==> src/rtl/alias_state_pkg.sv <==
package alias_state_pkg;
  localparam int unsigned NREG    = 8;
  localparam int unsigned DATA_W  = 64;
  localparam int unsigned EXT_W   = 16;
  localparam int unsigned TAG_W   = 2;
  localparam int unsigned REG_W   = DATA_W + EXT_W;
  localparam int unsigned IDX_W   = $clog2(NREG);
  localparam int unsigned TWORD_W = NREG * TAG_W;

  localparam logic [TAG_W-1:0] TAG_VALID = 2'b00;
  localparam logic [TAG_W-1:0] TAG_EMPTY = 2'b11;

  typedef struct packed {
    logic clr;
    logic simd;
    logic wr;
    logic fp;
    logic fault;
  } alias_act_t;
endpackage

==> src/rtl/alias_cmd_decode.sv <==
module alias_cmd_decode
  import alias_state_pkg::*;
(
  input  logic       empty_op,
  input  logic       simd_op,
  input  logic       simd_wr,
  input  logic       fp_op,
  input  logic       emul_en,
  output alias_act_t act
);
  logic simd_class;

  always_comb begin
    simd_class = empty_op | simd_op;
    act.fault  = simd_class & emul_en;
    act.clr    = empty_op & ~emul_en;
    act.simd   = simd_op & ~empty_op & ~emul_en;
    act.wr     = act.simd & simd_wr;
    act.fp     = fp_op & ~simd_class;
  end
endmodule

==> src/rtl/alias_tag_tos.sv <==
module alias_tag_tos
  import alias_state_pkg::*;
#(
  parameter int unsigned N_TAGS = NREG,
  parameter int unsigned TW     = TAG_W,
  parameter int unsigned PTR_W  = $clog2(N_TAGS)
) (
  input  logic                 clk,
  input  logic                 rst,
  input  alias_act_t           act,
  input  logic [N_TAGS*TW-1:0] fp_tags,
  input  logic [PTR_W-1:0]     fp_tos,
  output logic [N_TAGS*TW-1:0] tag_word,
  output logic [PTR_W-1:0]     tos
);
  for (genvar g = 0; g < N_TAGS; g++) begin : g_tag
    logic [TW-1:0] tag_q;
    always_ff @(posedge clk) begin
      if (rst)           tag_q <= TAG_EMPTY;
      else if (act.clr)  tag_q <= TAG_EMPTY;
      else if (act.simd) tag_q <= TAG_VALID;
      else if (act.fp)   tag_q <= fp_tags[g*TW +: TW];
    end
    assign tag_word[g*TW +: TW] = tag_q;
  end

  always_ff @(posedge clk) begin
    if (rst)           tos <= '0;
    else if (act.simd) tos <= '0;
    else if (act.fp && !act.clr) tos <= fp_tos;
  end
endmodule

==> src/rtl/alias_regfile.sv <==
module alias_regfile
  import alias_state_pkg::*;
#(
  parameter int unsigned DEPTH = NREG,
  parameter int unsigned DW    = DATA_W,
  parameter int unsigned XW    = EXT_W,
  parameter int unsigned AW    = $clog2(DEPTH),
  parameter int unsigned RW    = DW + XW
) (
  input  logic          clk,
  input  logic          rst,
  input  logic          we,
  input  logic [AW-1:0] waddr,
  input  logic [DW-1:0] wdata,
  input  logic [AW-1:0] raddr,
  output logic [RW-1:0] rdata
);
  logic [RW-1:0] mem [DEPTH];

  always_ff @(posedge clk) begin
    if (rst) begin
      for (int i = 0; i < DEPTH; i++) mem[i] <= '0;
    end else if (we) begin
      mem[waddr] <= {{XW{1'b1}}, wdata};
    end
  end

  always_ff @(posedge clk) begin
    if (rst) rdata <= '0;
    else     rdata <= mem[raddr];
  end
endmodule

==> src/rtl/simd_fpu_alias_state.sv <==
module simd_fpu_alias_state
  import alias_state_pkg::*;
(
  input  logic               clk,
  input  logic               rst,
  input  logic               simd_op,
  input  logic               simd_wr,
  input  logic [IDX_W-1:0]   simd_idx,
  input  logic [DATA_W-1:0]  simd_wdata,
  input  logic               empty_op,
  input  logic               emul_en,
  input  logic               fp_op,
  input  logic [TWORD_W-1:0] fp_tags,
  input  logic [IDX_W-1:0]   fp_tos,
  input  logic [IDX_W-1:0]   rd_idx,
  output logic [REG_W-1:0]   rd_data,
  output logic [DATA_W-1:0]  rd_simd,
  output logic [TWORD_W-1:0] tag_word,
  output logic [IDX_W-1:0]   tos,
  output logic               ill_op
);
  alias_act_t act;

  alias_cmd_decode u_dec (
    .empty_op (empty_op),
    .simd_op  (simd_op),
    .simd_wr  (simd_wr),
    .fp_op    (fp_op),
    .emul_en  (emul_en),
    .act      (act)
  );

  alias_tag_tos u_tt (
    .clk      (clk),
    .rst      (rst),
    .act      (act),
    .fp_tags  (fp_tags),
    .fp_tos   (fp_tos),
    .tag_word (tag_word),
    .tos      (tos)
  );

  alias_regfile u_rf (
    .clk   (clk),
    .rst   (rst),
    .we    (act.wr),
    .waddr (simd_idx),
    .wdata (simd_wdata),
    .raddr (rd_idx),
    .rdata (rd_data)
  );

  assign rd_simd = rd_data[DATA_W-1:0];

  always_ff @(posedge clk) begin
    if (rst) ill_op <= 1'b0;
    else     ill_op <= act.fault;
  end
endmodule

==> config.mk <==
export PLATFORM = sky130hd
export DESIGN_NAME = simd_fpu_alias_state
export DESIGN_NICKNAME = d
export VERILOG_FILES = /design/src/rtl/alias_state_pkg.sv /design/src/rtl/alias_cmd_decode.sv /design/src/rtl/alias_tag_tos.sv /design/src/rtl/alias_regfile.sv /design/src/rtl/simd_fpu_alias_state.sv
export SDC_FILE = /design/constraint.sdc
export NUM_CORES = 1
export LEC_CHECK = 0
export BUFFER_PORTS_ARGS = -buffer_cell sky130_fd_sc_hd__buf_2
export CAP_MARGIN = 10
export CELL_PAD_IN_SITES_DETAIL_PLACEMENT = 1
export CELL_PAD_IN_SITES_GLOBAL_PLACEMENT = 1
export CORE_MARGIN = 2
export CORE_UTILIZATION = 47
export DETAILED_ROUTE_END_ITERATION = 16
export MAX_ROUTING_LAYER = met4
export PLACE_DENSITY_LB_ADDON = 0.1
export SLEW_MARGIN = 20
export SYNTH_ARGS = -nofsm -noshare
export SYNTH_HDL_FRONTEND = slang
export SYNTH_SLANG_ARGS = --single-unit
==> constraint.sdc <==
create_clock -name clk -period 6.7 [get_ports clk]
set_clock_uncertainty 0.05 [all_clocks]
set_input_delay 0.335 -clock clk [delete_from_list [all_inputs] [get_ports clk]]
set_output_delay 0.335 -clock clk [all_outputs]
set_load 0.05 [all_outputs]
==> Word-level counts from Yosys, hierarchy flattened <==
Memory sizes are Yosys's and may differ from the RTL's. A register that Yosys moved wholly into a read port is not among the register bits.
Cells that the tools add are included.
{ "word_totals": {"ramBits": 640, "n_memories": 1, "wordCells": 51, "out_inout_bits": 164, "regBits": 20} }
{ "classes": {"reduce_logical": 6, "n_bitwise": 10, "n_mux": 24} }
{ "mem_list": {"columns": ["memory", "words", "width", "read_ports", "rd_clocked_by_memory_dff", "write_ports", "line_no", "text"], "rows": [
  ["u_rf.mem", 8, 80, 1, 1, 8, "alias_regfile.sv:18", "logic [RW-1:0] mem [DEPTH];"]
]} }
{ "ops": {"columns": ["operator", "count"], "rows": [
  ["$mux 80", 1],
  ["$reduce_or 80->1", 1],
  ["$mux 2", 16],
  ["$and 1x1->1", 6],
  ["$mux 1", 6],
  ["$reduce_or 2->1", 2],
  ["$mux 3", 1],
  ["$not 1->1", 3],
  ["$reduce_bool 2->1", 1],
  ["$logic_and 1x1->1", 1],
  ["$logic_not 1->1", 1],
  ["$or 1x1->1", 1]
]} }

==> Logic depth before layout (Yosys ltp) <==
{ "depth": {"ltp_word": 9, "depth_mapped": 6, "depth_no_buf": 3} }

==> Cells and area by module <==
A second synthesis with hierarchy kept.
{ "hier_totals": {"cells_unflattened": 1638, "area_unflattened_um2": 25961.1} }
{ "modules_own_cells": {"columns": ["module", "cells_per_inst", "instances", "area_each_um2"], "rows": [
  ["alias_regfile", 1503, 1, 24689.9],
  ["alias_tag_tos", 64, 1, 715.7],
  ["simd_fpu_alias_state", 66, 1, 514.2],
  ["alias_cmd_decode", 5, 1, 41.3]
]} }

==> Worst setup path after synthesis <==
No wires, ideal clock.
{ "synth_timing": {"path_kind": "in2reg", "start": "in empty_op", "end": "mem u_rf.mem[6][0] (netlist bit) (enable)", "t_arrival_ps": 1909, "slack_ps": 4346, "stages": 4, "n_path_buf": 1, "setup_time_ps": 394, "cell_sequence": "nand4bb_1 nor4_2 buf_4 or2_2"} }
{ "synth_rtl": {"columns": ["item", "line_no", "text"], "rows": [
  ["start: declaration", "simd_fpu_alias_state.sv:10", "input logic empty_op,"],
  ["end: declaration", "alias_regfile.sv:18", null]
]} }

==> results by stage <==
Power and ir drop:
- The leakage power of the design is 11.1 nW.
- The worst supply voltage drop on vdd is 0.208 mV.
- Dividing total power by cell area gives a power density of 294 nW/um^2.

Logic synthesis:
- Synthesis produced a netlist with a net count of 1719.
- The post-synthesis cell area is 26100 um^2.
- The count of yosys warnings during synthesis is 0.
- Averaged over all synthesized cells, the footprint is 16.1 um^2.
- The share of the Yosys chip area taken by registers is 0.660.
- The number of register bits inferred by synthesis is 605.
- The number of instances in the synthesized netlist is 1623.
- The unique cell type count in the Yosys netlist is 26.

GRT:
- The number of antenna violations at the first check in global routing is 3.
- The overall fraction of global-route tracks in use is 0.228.
- The number of global-route vias before repair is 15300.
- The global-route congestion overflow total is 0.
- The wire length of the first global-routing pass is 94100 um.
- The largest net degree at the start of global routing is 81.

Route:
- In this run the remaining antenna-violating nets after routing total 0.
- The total iterations of the first detailed-routing run is 5.
- Detailed routing inserted a total of 13900 vias.
- The detailed-route wire length per cell is 23.7 um.
- The DRC violations left is 0.
- The mean number of vias per cell is 5.34.
- For this block, the initial DRC count from the detailed router was 841.
- The routed design has 61900 um of wire.

Critical path:
- The cell family contributing the most delay on the critical path is buffers and inverters.
- The maximum fanout count along the critical path is 66.
- Setup slack on the worst reg-to-reg path comes out at 5210 ps.
- The critical path starts at emul_en.
- The logic depth of the worst register-to-register path is 3.
- In this design, the critical path's most frequently occurring cell is sky130_fd_sc_hd__buf_4.
- The type of element launching the critical path is an input pin.
- The critical path goes through dlygate4sd3_1, buf_2, nand4bb_1, nor4_4, buf_4, or2_4, buf_4.
- The worst setup path is captured at a flip-flop.
- The critical register-to-register path endpoint is u_rf.rdata[1]$_SDFF_PP0_.
- The critical path is of the input pin to flip-flop type.
- Following the worst setup path forward leads to its endpoint at u_rf.mem[7][22]$_DFFE_PP_.
- STA puts the critical path data arrival time at 3680 ps.
- The worst endpoint required time is 6900 ps.
- Among all stages on the critical path, the largest delay is contributed by sky130_fd_sc_hd__buf_4.
- In this run the number of cells on the critical path is 7.
- The source of the worst register-to-register timing path is u_rf.mem[7][1]$_DFFE_PP_.
- The buffers plus inverters on the worst setup path is 4.
- The largest single stage delay on the critical path is 710 ps.

Floorplan:
- The number of primary I/O pins is 260.
- The effective utilization at floorplan is 0.475.
- In this run the vertical extent of the chip is 240 um.
- The placeable core region is 55000 um^2.
- The row count is 86.
- The die is 240 um wide.
- The die covers 57500 um^2.

STA:
- The number of setup violations in the final report is 0.
- Summed over all failing endpoints, the final setup total negative slack is 0 ps.
- The highest clock frequency the design can meet is 0.287 GHz.
- The number of pins with negative max-slew slack in the final report is 0.
- The relative slew slack is 0.276.
- The slew at the pin closest to its max-slew limit is 1090 ps.
- Setup repair after global routing left no endpoint under its margin.
- The final hold violation count was 0.
- The worst hold slack is 35.9 ps.
- The worst path in the final design needs a cycle of 3480 ps, including I/O delays and setup.
- The ratio of final minimum period to clock period is 0.520.

Clock tree:
- The H-tree was split into 2 levels.
- For the worst-skew pair, the clock arrives at the later sink with an insertion delay of 620 ps.
- The number of clock buffers added by TritonCTS is 61.
- The number of buffers on the longest clock path is 3.
- The clock transition at the registers of the reported paths is 60 ps.
- TritonCTS built the clock tree.
- The total clock sinks is 605.
- The tree is rooted in a sky130_fd_sc_hd__clkbuf_16.

Finish:
- Counting the fill cells in the layout gives 5168.
- Compared with the post-synthesis result, the final layout area differs by 13.0%.
- The library cells used most frequently in the layout, excluding fill and tap cells, are sky130_fd_sc_hd__and2_1 (512), sky130_fd_sc_hd__edfxtp_1 (512), sky130_fd_sc_hd__buf_2 (255).
- The register area is 17200 um^2.
- After the last flow step, the layout net total stands at 1897.
- The area occupied by multi-input gates is 7570 um^2.
- The layout cell share with drive strength beyond 1 is 0.277.

Placement:
- The final HPWL from detailed placement is 34200 um.
- The count of buffers inserted at the top-level ports is 259.
- The weighted congestion at the end of routability-driven global placement is 0.723.

Hold path:
- In this run the worst hold path is classified as input pin to flip-flop.
- The startpoint identified for the worst hold timing path is simd_wdata[4].

Run status:
- The run finished with clean final reports.

Job:
- The tool flagged a number of max-cap violations equal to 0.
## cell usage after synthesis (all sizes together)
| cell | count | area share |
|---|---|---|
| nor2 | 70 | 0.010 |
| and4 | 6 | 0.0026 |
| o21ai | 1 | 0.00019 |
| nand2b | 2 | 0.00048 |
| nor3b | 1 | 0.00048 |
| mux2i | 68 | 0.026 |
| nand4bb | 1 | 0.00043 |
| nor2b | 2 | 0.00048 |
| a21o | 10 | 0.0029 |
| edfxtp | 512 | 0.59 |
| clkbuf | 23 | 0.0036 |
| and4bb | 1 | 0.00048 |
| or2 | 8 | 0.0019 |
| and2 | 512 | 0.12 |
| dfxtp | 93 | 0.071 |
| a221o | 16 | 0.0061 |
| nor4 | 2 | 0.00096 |
| nor3 | 1 | 0.00019 |
| inv | 3 | 0.00043 |
| buf | 160 | 0.048 |
| nand2 | 1 | 0.00014 |
| mux4 | 130 | 0.11 |
## what timing repair did
action                                 4_1_cts  5_1_grt
endpoints found under the hold margin       31        0
hold buffers                                25        0
gates resized for setup                      0        0
buffers inserted                             0        0
## per-stage QoR
| step | instance area [um^2] | setup slack [ps] | std cells | power [W] | utilization |
|---|---|---|---|---|---|
| 2_1_floorplan | 26100 | 4350 | 1623 | 0.00505 | - |
| 3_3_place_gp | 27200 | 2780 | 2461 | 0.00526 | 0.494 |
| 3_5_place_dp | 27200 | 2730 | 2461 | 0.00528 | 0.494 |
| 4_1_cts | 29500 | 3230 | 2602 | 0.00877 | 0.537 |
| 5_1_grt | 29500 | 3050 | 2604 | 0.00897 | 0.537 |
| 6_report | 29500 | 3220 | 2607 | 0.00869 | 0.537 |
## state kept, by name, summed over array words and instances, names as in the netlist
signal and flops:
u_rf.rdata 65, ill_op 1, u_tt.tos 3, u_rf.mem 520, u_tt.g_tag.tag_q 16
## cell families (layout without fill, tap and decap cells)
logic type             Yosys count  count (layout)  synth area share
AO/OA/AOI/OAI                   27              27           0.00920
buffers and inverters          186             417            0.0519
flip-flops                     605             605             0.660
multiplexers                   198             198             0.138
other                            0               5                 0
AND/OR/NAND/NOR                607             607             0.141
## report_power, final
group | internal, W | total [W] | switching (W)
combinational | 0.000261 | 0.000850 | 0.000589
clock | 0.00204 | 0.00349 | 0.00145
sequential | 0.00428 | 0.00435 | 0.0000714
## cell type report
| type | count | area share |
|---|---|---|
| Clock inverter | 14 | 0.00373 |
| Sequential cell | 605 | 0.584 |
| Inverter | 3 | 0.000381 |
| Timing Repair Buffer | 298 | 0.0567 |
| Tap cell | 748 | 0.0317 |
| Antenna cell | 5 | 0.000424 |
| Multi-Input combinational cell | 832 | 0.256 |
| Clock buffer | 102 | 0.0668 |
## worst min path at each step
stage                                   endpoint  slack, ps  cells past startpoint
detailed placement  u_rf.mem[0][78]$_SDFFE_PP1P_        390                      1
finish                  u_rf.mem[5][4]$_DFFE_PP_         40                      2
global placement    u_rf.mem[0][78]$_SDFFE_PP1P_        380                      1
global route           u_rf.mem[5][52]$_DFFE_PP_         30                      2
floorplan           u_rf.mem[0][78]$_SDFFE_PP1P_        370                      1
CTS                     u_rf.mem[4][4]$_DFFE_PP_      0.009                      2
## layer usage
metal | vias up | GRT usage | routed length, um
met5 | - | - | 0
li1 | 6197 | - | -
met4 | 0 | 0.0481 | 1010
met1 | 7322 | 0.292 | 26600
met3 | 77 | 0.0373 | 2830
met2 | 322 | 0.384 | 31400
No activity file was read; power rests on OpenSTA's default activity.
